File: src/rtl/vic_pkg.sv
package vic_pkg;
  localparam int NCH = 2;

  localparam logic [1:0] ADDR_VEC    = 2'd0;
  localparam logic [1:0] ADDR_MASK_0 = 2'd1;
  localparam logic [1:0] ADDR_MASK_1 = 2'd2;
  localparam logic [1:0] ADDR_CTRL   = 2'd3;

  localparam int CTRL_MODIFY = 0;
  localparam int CTRL_INTLV  = 1;
  localparam int CTRL_BFIRST = 2;

  typedef enum logic [1:0] {
    ACK_IDLE  = 2'd0,
    ACK_SERVE = 2'd1,
    ACK_PASS  = 2'd2
  } ack_st_e;
endpackage

File: src/rtl/vic_pend.sv
module vic_pend #(
  parameter int NTYPE = 5,
  localparam int NSRC = vic_pkg::NCH * NTYPE
) (
  input  logic                 clk,
  input  logic                 rst,
  input  logic [NSRC-1:0]      set_i,
  input  logic [NSRC-1:0]      clr_i,
  input  logic [vic_pkg::NCH-1:0] mask_we,
  input  logic [NTYPE-1:0]     mask_wd,
  output logic [NSRC-1:0]      pend_o,
  output logic [NSRC-1:0]      mask_o
);
  logic [NSRC-1:0] pend_q;
  logic [NSRC-1:0] mask_q;

  always_ff @(posedge clk) begin
    if (rst) pend_q <= '0;
    else     pend_q <= (pend_q & ~clr_i) | set_i;
  end

  for (genvar ch = 0; ch < vic_pkg::NCH; ch++) begin : g_mask
    always_ff @(posedge clk) begin
      if (rst)               mask_q[ch*NTYPE +: NTYPE] <= '0;
      else if (mask_we[ch])  mask_q[ch*NTYPE +: NTYPE] <= mask_wd;
    end
  end

  assign pend_o = pend_q;
  assign mask_o = mask_q;


  set_wins_chk: assert property (@(posedge clk) disable iff (rst)
    (|set_i) |=> ((pend_o & $past(set_i)) == $past(set_i)));


  clr_chk: assert property (@(posedge clk) disable iff (rst)
    (|(clr_i & ~set_i)) |=> ((pend_o & $past(clr_i & ~set_i)) == '0));
endmodule

File: src/rtl/vic_arb.sv
module vic_arb #(
  parameter int NTYPE = 5,
  localparam int NSRC = vic_pkg::NCH * NTYPE,
  localparam int TW   = (NTYPE > 1) ? $clog2(NTYPE) : 1
) (
  input  logic [NSRC-1:0] req_i,
  input  logic            intlv_i,
  input  logic            bfirst_i,
  output logic            any_o,
  output logic            ch_o,
  output logic [TW-1:0]   type_o
);
  always_comb begin
    any_o  = 1'b0;
    ch_o   = 1'b0;
    type_o = '0;
    // walk ranks from lowest to highest priority so the best one is kept
    for (int r = NSRC - 1; r >= 0; r--) begin
      int c;
      int t;
      if (intlv_i) begin
        c = r % vic_pkg::NCH;
        t = r / vic_pkg::NCH;
      end else begin
        c = r / NTYPE;
        t = r % NTYPE;
      end
      if (bfirst_i) c = 1 - c;
      if (req_i[c*NTYPE + t]) begin
        any_o  = 1'b1;
        ch_o   = (c != 0);
        type_o = TW'(t);
      end
    end
  end
endmodule

File: src/rtl/vic_ack.sv
module vic_ack #(
  parameter int DW = 8
) (
  input  logic          clk,
  input  logic          rst,
  input  logic          iack_n,
  input  logic          any_i,
  input  logic [DW-1:0] vec_i,
  output logic          dtack_n,
  output logic          chain_n,
  output logic          data_oe,
  output logic [DW-1:0] data_o
);
  import vic_pkg::*;

  ack_st_e       st_q;
  logic [DW-1:0] data_q;

  always_ff @(posedge clk) begin
    if (rst) begin
      st_q   <= ACK_IDLE;
      data_q <= '0;
    end else begin
      case (st_q)
        ACK_IDLE: begin
          if (!iack_n) begin
            if (any_i) begin
              st_q   <= ACK_SERVE;
              data_q <= vec_i;
            end else begin
              st_q   <= ACK_PASS;
            end
          end
        end
        default: begin
          if (iack_n) begin
            st_q   <= ACK_IDLE;
            data_q <= '0;
          end
        end
      endcase
    end
  end

  assign dtack_n = (st_q != ACK_SERVE);
  assign chain_n = (st_q != ACK_PASS);
  assign data_oe = (st_q == ACK_SERVE);
  assign data_o  = data_q;


  excl_chk: assert property (@(posedge clk) disable iff (rst)
    !(!dtack_n && !chain_n));


  serve_chk: assert property (@(posedge clk) disable iff (rst)
    (st_q == ACK_IDLE && !iack_n && any_i) |=> (!dtack_n && data_oe));


  hold_chk: assert property (@(posedge clk) disable iff (rst)
    (!dtack_n && $past(!dtack_n) && !$past(iack_n)) |-> $stable(data_o));
endmodule

File: src/rtl/vic_chain.sv
module vic_chain #(
  parameter int NTYPE = 5,
  parameter int DW    = 8,
  localparam int NSRC = vic_pkg::NCH * NTYPE,
  localparam int TW   = (NTYPE > 1) ? $clog2(NTYPE) : 1
) (
  input  logic            clk,
  input  logic            rst,
  input  logic            wr_en,
  input  logic [1:0]      wr_addr,
  input  logic [DW-1:0]   wr_data,
  input  logic [NSRC-1:0] src_set,
  input  logic [NSRC-1:0] src_clr,
  input  logic            iack_n,
  output logic            irq_n,
  output logic            dtack_n,
  output logic            chain_n,
  output logic [DW-1:0]   data_o,
  output logic            data_oe,
  output logic [NSRC-1:0] pend_o
);
  import vic_pkg::*;

  logic [DW-1:0]   vec_q;
  logic [2:0]      ctrl_q;
  logic            irq_n_q;
  logic [NSRC-1:0] pend;
  logic [NSRC-1:0] mask;
  logic [NCH-1:0]  mask_we;
  logic            win_any;
  logic            win_ch;
  logic [TW-1:0]   win_type;
  logic [DW-1:0]   vec_cmp;

  assign mask_we[0] = wr_en && (wr_addr == ADDR_MASK_0);
  assign mask_we[1] = wr_en && (wr_addr == ADDR_MASK_1);

  always_ff @(posedge clk) begin
    if (rst) begin
      vec_q   <= '0;
      ctrl_q  <= '0;
      irq_n_q <= 1'b1;
    end else begin
      if (wr_en && wr_addr == ADDR_VEC)  vec_q  <= wr_data;
      if (wr_en && wr_addr == ADDR_CTRL) ctrl_q <= wr_data[2:0];
      irq_n_q <= ~|(pend & mask);
    end
  end

  vic_pend #(.NTYPE(NTYPE)) i_pend (
    .clk     (clk),
    .rst     (rst),
    .set_i   (src_set),
    .clr_i   (src_clr),
    .mask_we (mask_we),
    .mask_wd (wr_data[NTYPE-1:0]),
    .pend_o  (pend),
    .mask_o  (mask)
  );

  vic_arb #(.NTYPE(NTYPE)) i_arb (
    .req_i    (pend & mask),
    .intlv_i  (ctrl_q[CTRL_INTLV]),
    .bfirst_i (ctrl_q[CTRL_BFIRST]),
    .any_o    (win_any),
    .ch_o     (win_ch),
    .type_o   (win_type)
  );

  always_comb begin
    vec_cmp = vec_q;
    if (ctrl_q[CTRL_MODIFY]) vec_cmp[TW:0] = {win_ch, win_type};
  end

  vic_ack #(.DW(DW)) i_ack (
    .clk     (clk),
    .rst     (rst),
    .iack_n  (iack_n),
    .any_i   (win_any),
    .vec_i   (vec_cmp),
    .dtack_n (dtack_n),
    .chain_n (chain_n),
    .data_oe (data_oe),
    .data_o  (data_o)
  );

  assign irq_n  = irq_n_q;
  assign pend_o = pend;


  irq_on_chk: assert property (@(posedge clk) disable iff (rst)
    (|(pend & mask)) |=> !irq_n);


  irq_off_chk: assert property (@(posedge clk) disable iff (rst)
    !(|(pend & mask)) |=> irq_n);
endmodule

File: config.mk
export PLATFORM = sky130hd
export DESIGN_NAME = vic_chain
export DESIGN_NICKNAME = d
export VERILOG_FILES = /design/src/rtl/vic_pkg.sv /design/src/rtl/vic_pend.sv /design/src/rtl/vic_arb.sv /design/src/rtl/vic_ack.sv /design/src/rtl/vic_chain.sv
export SDC_FILE = /design/constraint.sdc
export NUM_CORES = 1
export LEC_CHECK = 0
export BUFFER_PORTS_ARGS = -buffer_cell sky130_fd_sc_hd__buf_2
export CAP_MARGIN = 30
export CORE_MARGIN = 5
export CORE_UTILIZATION = 30
export CTS_BUF_LIST = sky130_fd_sc_hd__clkbuf_8
export CTS_CLUSTER_SIZE = 10
export DETAILED_ROUTE_END_ITERATION = 6
export PLACE_DENSITY = 0.45
export SKIP_CTS_REPAIR_TIMING = 1
export SLEW_MARGIN = 20
export SYNTH_ARGS = -nofsm -noshare
export SYNTH_HDL_FRONTEND = slang
export SYNTH_SLANG_ARGS = --single-unit
export TNS_END_PERCENT = 30
File: constraint.sdc
create_clock -name clk -period 3.6 [get_ports clk]
set_input_delay 0.9 -clock clk [delete_from_list [all_inputs] [get_ports clk]]
set_output_delay 0.9 -clock clk [all_outputs]
set_load 0.01 [all_outputs]
==> summary.md <==
| Metric | Value |
|---|---|
| Outcome | `finished clean` |
| Port Buffers | `55` |
| DP HPWL | `6.25 mm` |
| Largest net degree at the start of global routing | `40` |
| Setup violators final | `0` |
| Multi-input logic area | `0.00182 mm2` |
| Clock network fraction of design power | `28.9%` |
| Synth unique cells | `73` |
| Post-DR wirelength/cell | `15.5 um` |
| Fraction of layout cells with a size suffix above 1 | `26.2%` |
| Post-synth EDFFs | `0` |
| Worst-margin pin slew | `0.720 ns` |
| Root buffer cell | `clkbuf_8` |
| # IOs | `56` |
| Area growth syn-to-layout | `17.0%` |
| Pwr Density | `326 mW/mm2` |
| RSZ-0062 raised after global routing | `no` |
| First-pass detailed-route iteration total | `4` |
| Register area share after synthesis | `29.5%` |
| Vias in the first global route | `2424` |
| Htree depth | `2` |
| Site Rows | `35` |
| Crit. End Element | `flip-flop` |
| Synth Warn # | `0` |
| Filler instances | `972` |
| Drt via density | `5.06` |
| N_diodes | `0` |
| Commonest non-fill, non-tap cells in the layout | `55 x buf_2, 49 x nor2_1, 42 x dfxtp_1, 26 x mux2i_1` |
| Rel. slew slack | `51.2%` |
| Worst-Skew Late Latency | `0.29 ns` |
| Synthesized Nets | `373` |
| Required time of the worst setup path | `3.84 ns` |
| Avg Inst Size Synth | `8.56 um2` |
| Critical path type | `reg -> reg` |
| Max Fclk | `318 MHz` |
| GRT Resource Usage Total | `13.9%` |
| Max VDD drop | `143 uV` |
| Routability cong. | `0.851` |
| Core area | `0.00924 mm2` |
| Vias | `2623` |
| Final period utilization | `87.4%` |
| Final ANT Viol Nets | `0` |
| Die H | `107 um` |
| Tightest Hold Check Type | `reg -> reg` |
| Global route overflow | `0` |
| Cell area after placement | `0.00324 mm2` |
| Async S/R FF share, synth | `0%` |
| Starting Density | `30.8%` |
| Internal cell power | `0.742 mW` |
| Chip Width | `107 um` |
| Seq cells post-synth | `42` |
| Cell accounting for the most synthesized area | `dfxtp_1` |
| Synth top area cells | `dfxtp_1 30%, mux2i_1 9.1%, nor2_1 6.5%, mux4_2 5.5%, a21oi_1 3.7%` |
| Clock buffer depth | `2` |
| CTS tree | `built` |
| Most frequently used flop master after synthesis | `dfxtp_1` |
| Routed wire length | `8.03 mm` |
| Yosys top cell area share | `29.5%` |
| Setup Skew | `0.0168 ns` |
| Pleak | `1.44 nW` |
| Residual DRC | `0` |
| Final Critical Period | `3.15 ns` |
| Startpoint types | `flip-flop` |
| Mapped Cells | `333` |
| Hold Violations, Final | `0` |
| P_sw | `0.346 mW` |
| # nets final | `428` |
| Commonest non-fill, non-tap cell in the layout | `buf_2` |
| Final Cell Area | `0.00333 mm2` |
| Clock slew at reported path FFs | `0.10 ns` |
| Max Cap Viol | `0` |
| Sequential Area | `841 um2` |
| Reg power frac | `47.1%` |
| Sum Neg Setup Slack | `0 ns` |
| DRT iter0 DRCs | `171` |
| CTS buffer count | `5` |
| Die area | `0.0115 mm2` |
| Initial antenna violation count | `0` |
| Netlist Area Pre-Place | `0.00285 mm2` |
| WP data arrival | `3.38 ns` |
| Combinational Power Share | `24.1%` |
| CP max FO | `13` |
| Max-slew violation count | `0` |
| First-pass GRT wire length | `12.8 mm` |
| TritonCTS Sinks | `42` |
| Sw frac | `31.8%` |
-- sequential cells by signal, summed over array words and instances, names as in the netlist --
signal / cells
i_pend.mask_o: 10
ctrl_q: 3
i_ack.st_q: 2
vec_q: 8
irq_n: 1
i_pend.pend_o: 10
i_ack.data_o: 8
-- path summary, 6_finish.rpt --
check	from	slack [ns]	cells past startpoint	endpoint
max	ctrl_q[1]	0.45	11	i_ack.data_o[2]
min	i_ack.data_o[3]	0.49	1	i_ack.data_o[3]
max reg2reg	ctrl_q[1]	0.45	11	i_ack.data_o[2]
min reg2reg	i_ack.data_o[3]	0.49	1	i_ack.data_o[3]
-- critical path, stage by stage (launching register included) --
cell and delay (ns):
dfxtp_1 0.33, inv_2 0.16, ha_1 0.28, buf_4 0.19, or2b_1 0.22, a31oi_1 0.08
o21ai_0 0.25, a21boi_1 0.18, or4_4 0.61, o31ai_4 0.42, and2_4 0.24, a22o_1 0.13
-- logic make-up after synthesis --
logic type	count (synthesis)	synth area share [%]
buffers and inverters	38	6.68
AOI/OAI and AO/OA	81	20.8
DFF	42	29.5
muxes	36	16.4
adders and majority gates	6	2.63
xor gates and xnor gates	2	1.27
and+or+nand+nor	128	22.7
-- Yosys cell counts (2+ instances only) --
cell / instances
nor3_1: 7
o31ai_1: 2
buf_2: 3
mux2i_1: 26
inv_1: 21
buf_1: 2
o21ai_0: 11
dfxtp_1: 42
or3_1: 2
a31oi_1: 3
o21ai_1: 3
inv_2: 2
a211oi_1: 3
o21bai_1: 2
nand3b_1: 4
mux4_2: 7
a21oi_1: 21
clkbuf_1: 5
o22a_1: 2
nand4_1: 4
o211ai_1: 6
buf_6: 3
o22ai_1: 4
and2_1: 7
nand3_1: 13
nand2b_1: 6
ha_1: 6
nor2_1: 49
a22o_1: 2
a32o_2: 2
nor4_1: 2
nand2_1: 20
-- per-stage QoR --
stage	cells	setup slack, ns	hold slack (ns)	total power, mW	util [%]
floorplan	333	0.604	0.452	0.703	-
global placement	510	0.502	0.468	0.785	35.1
detailed placement	510	0.477	0.472	0.785	35.1
CTS	518	0.444	0.492	1.11	36.1
global route	518	0.285	0.512	1.15	36.1
finish	518	0.454	0.488	1.09	36.1
-- final cells by class --
cell class	instances	area share, %
repair buffers	63	10.1
clock inverters	3	0.713
well taps	129	4.84
multi-input cells	253	54.5
inverters	23	2.59
clock buffers	5	2.06
flip-flops and latches	42	25.2
-- power by group through the flow --
stage | Combinational [mW] | Sequential (mW) | Clock [mW]
floorplan | 0.181 | 0.521 | 0
global placement | 0.263 | 0.522 | 0
detailed placement | 0.262 | 0.523 | 0
CTS | 0.263 | 0.512 | 0.332
global route | 0.289 | 0.517 | 0.347
finish | 0.262 | 0.512 | 0.314
-- routing by layer --
layer	vias up	routed length, um	GRT usage (%)
li1	1322	-	-
met1	1208	3800	19.7
met2	87	3680	21.8
met3	6	477	2.46
met4	0	76	3.25
met5	-	0	0
No activity file was read; power rests on OpenSTA's default activity.
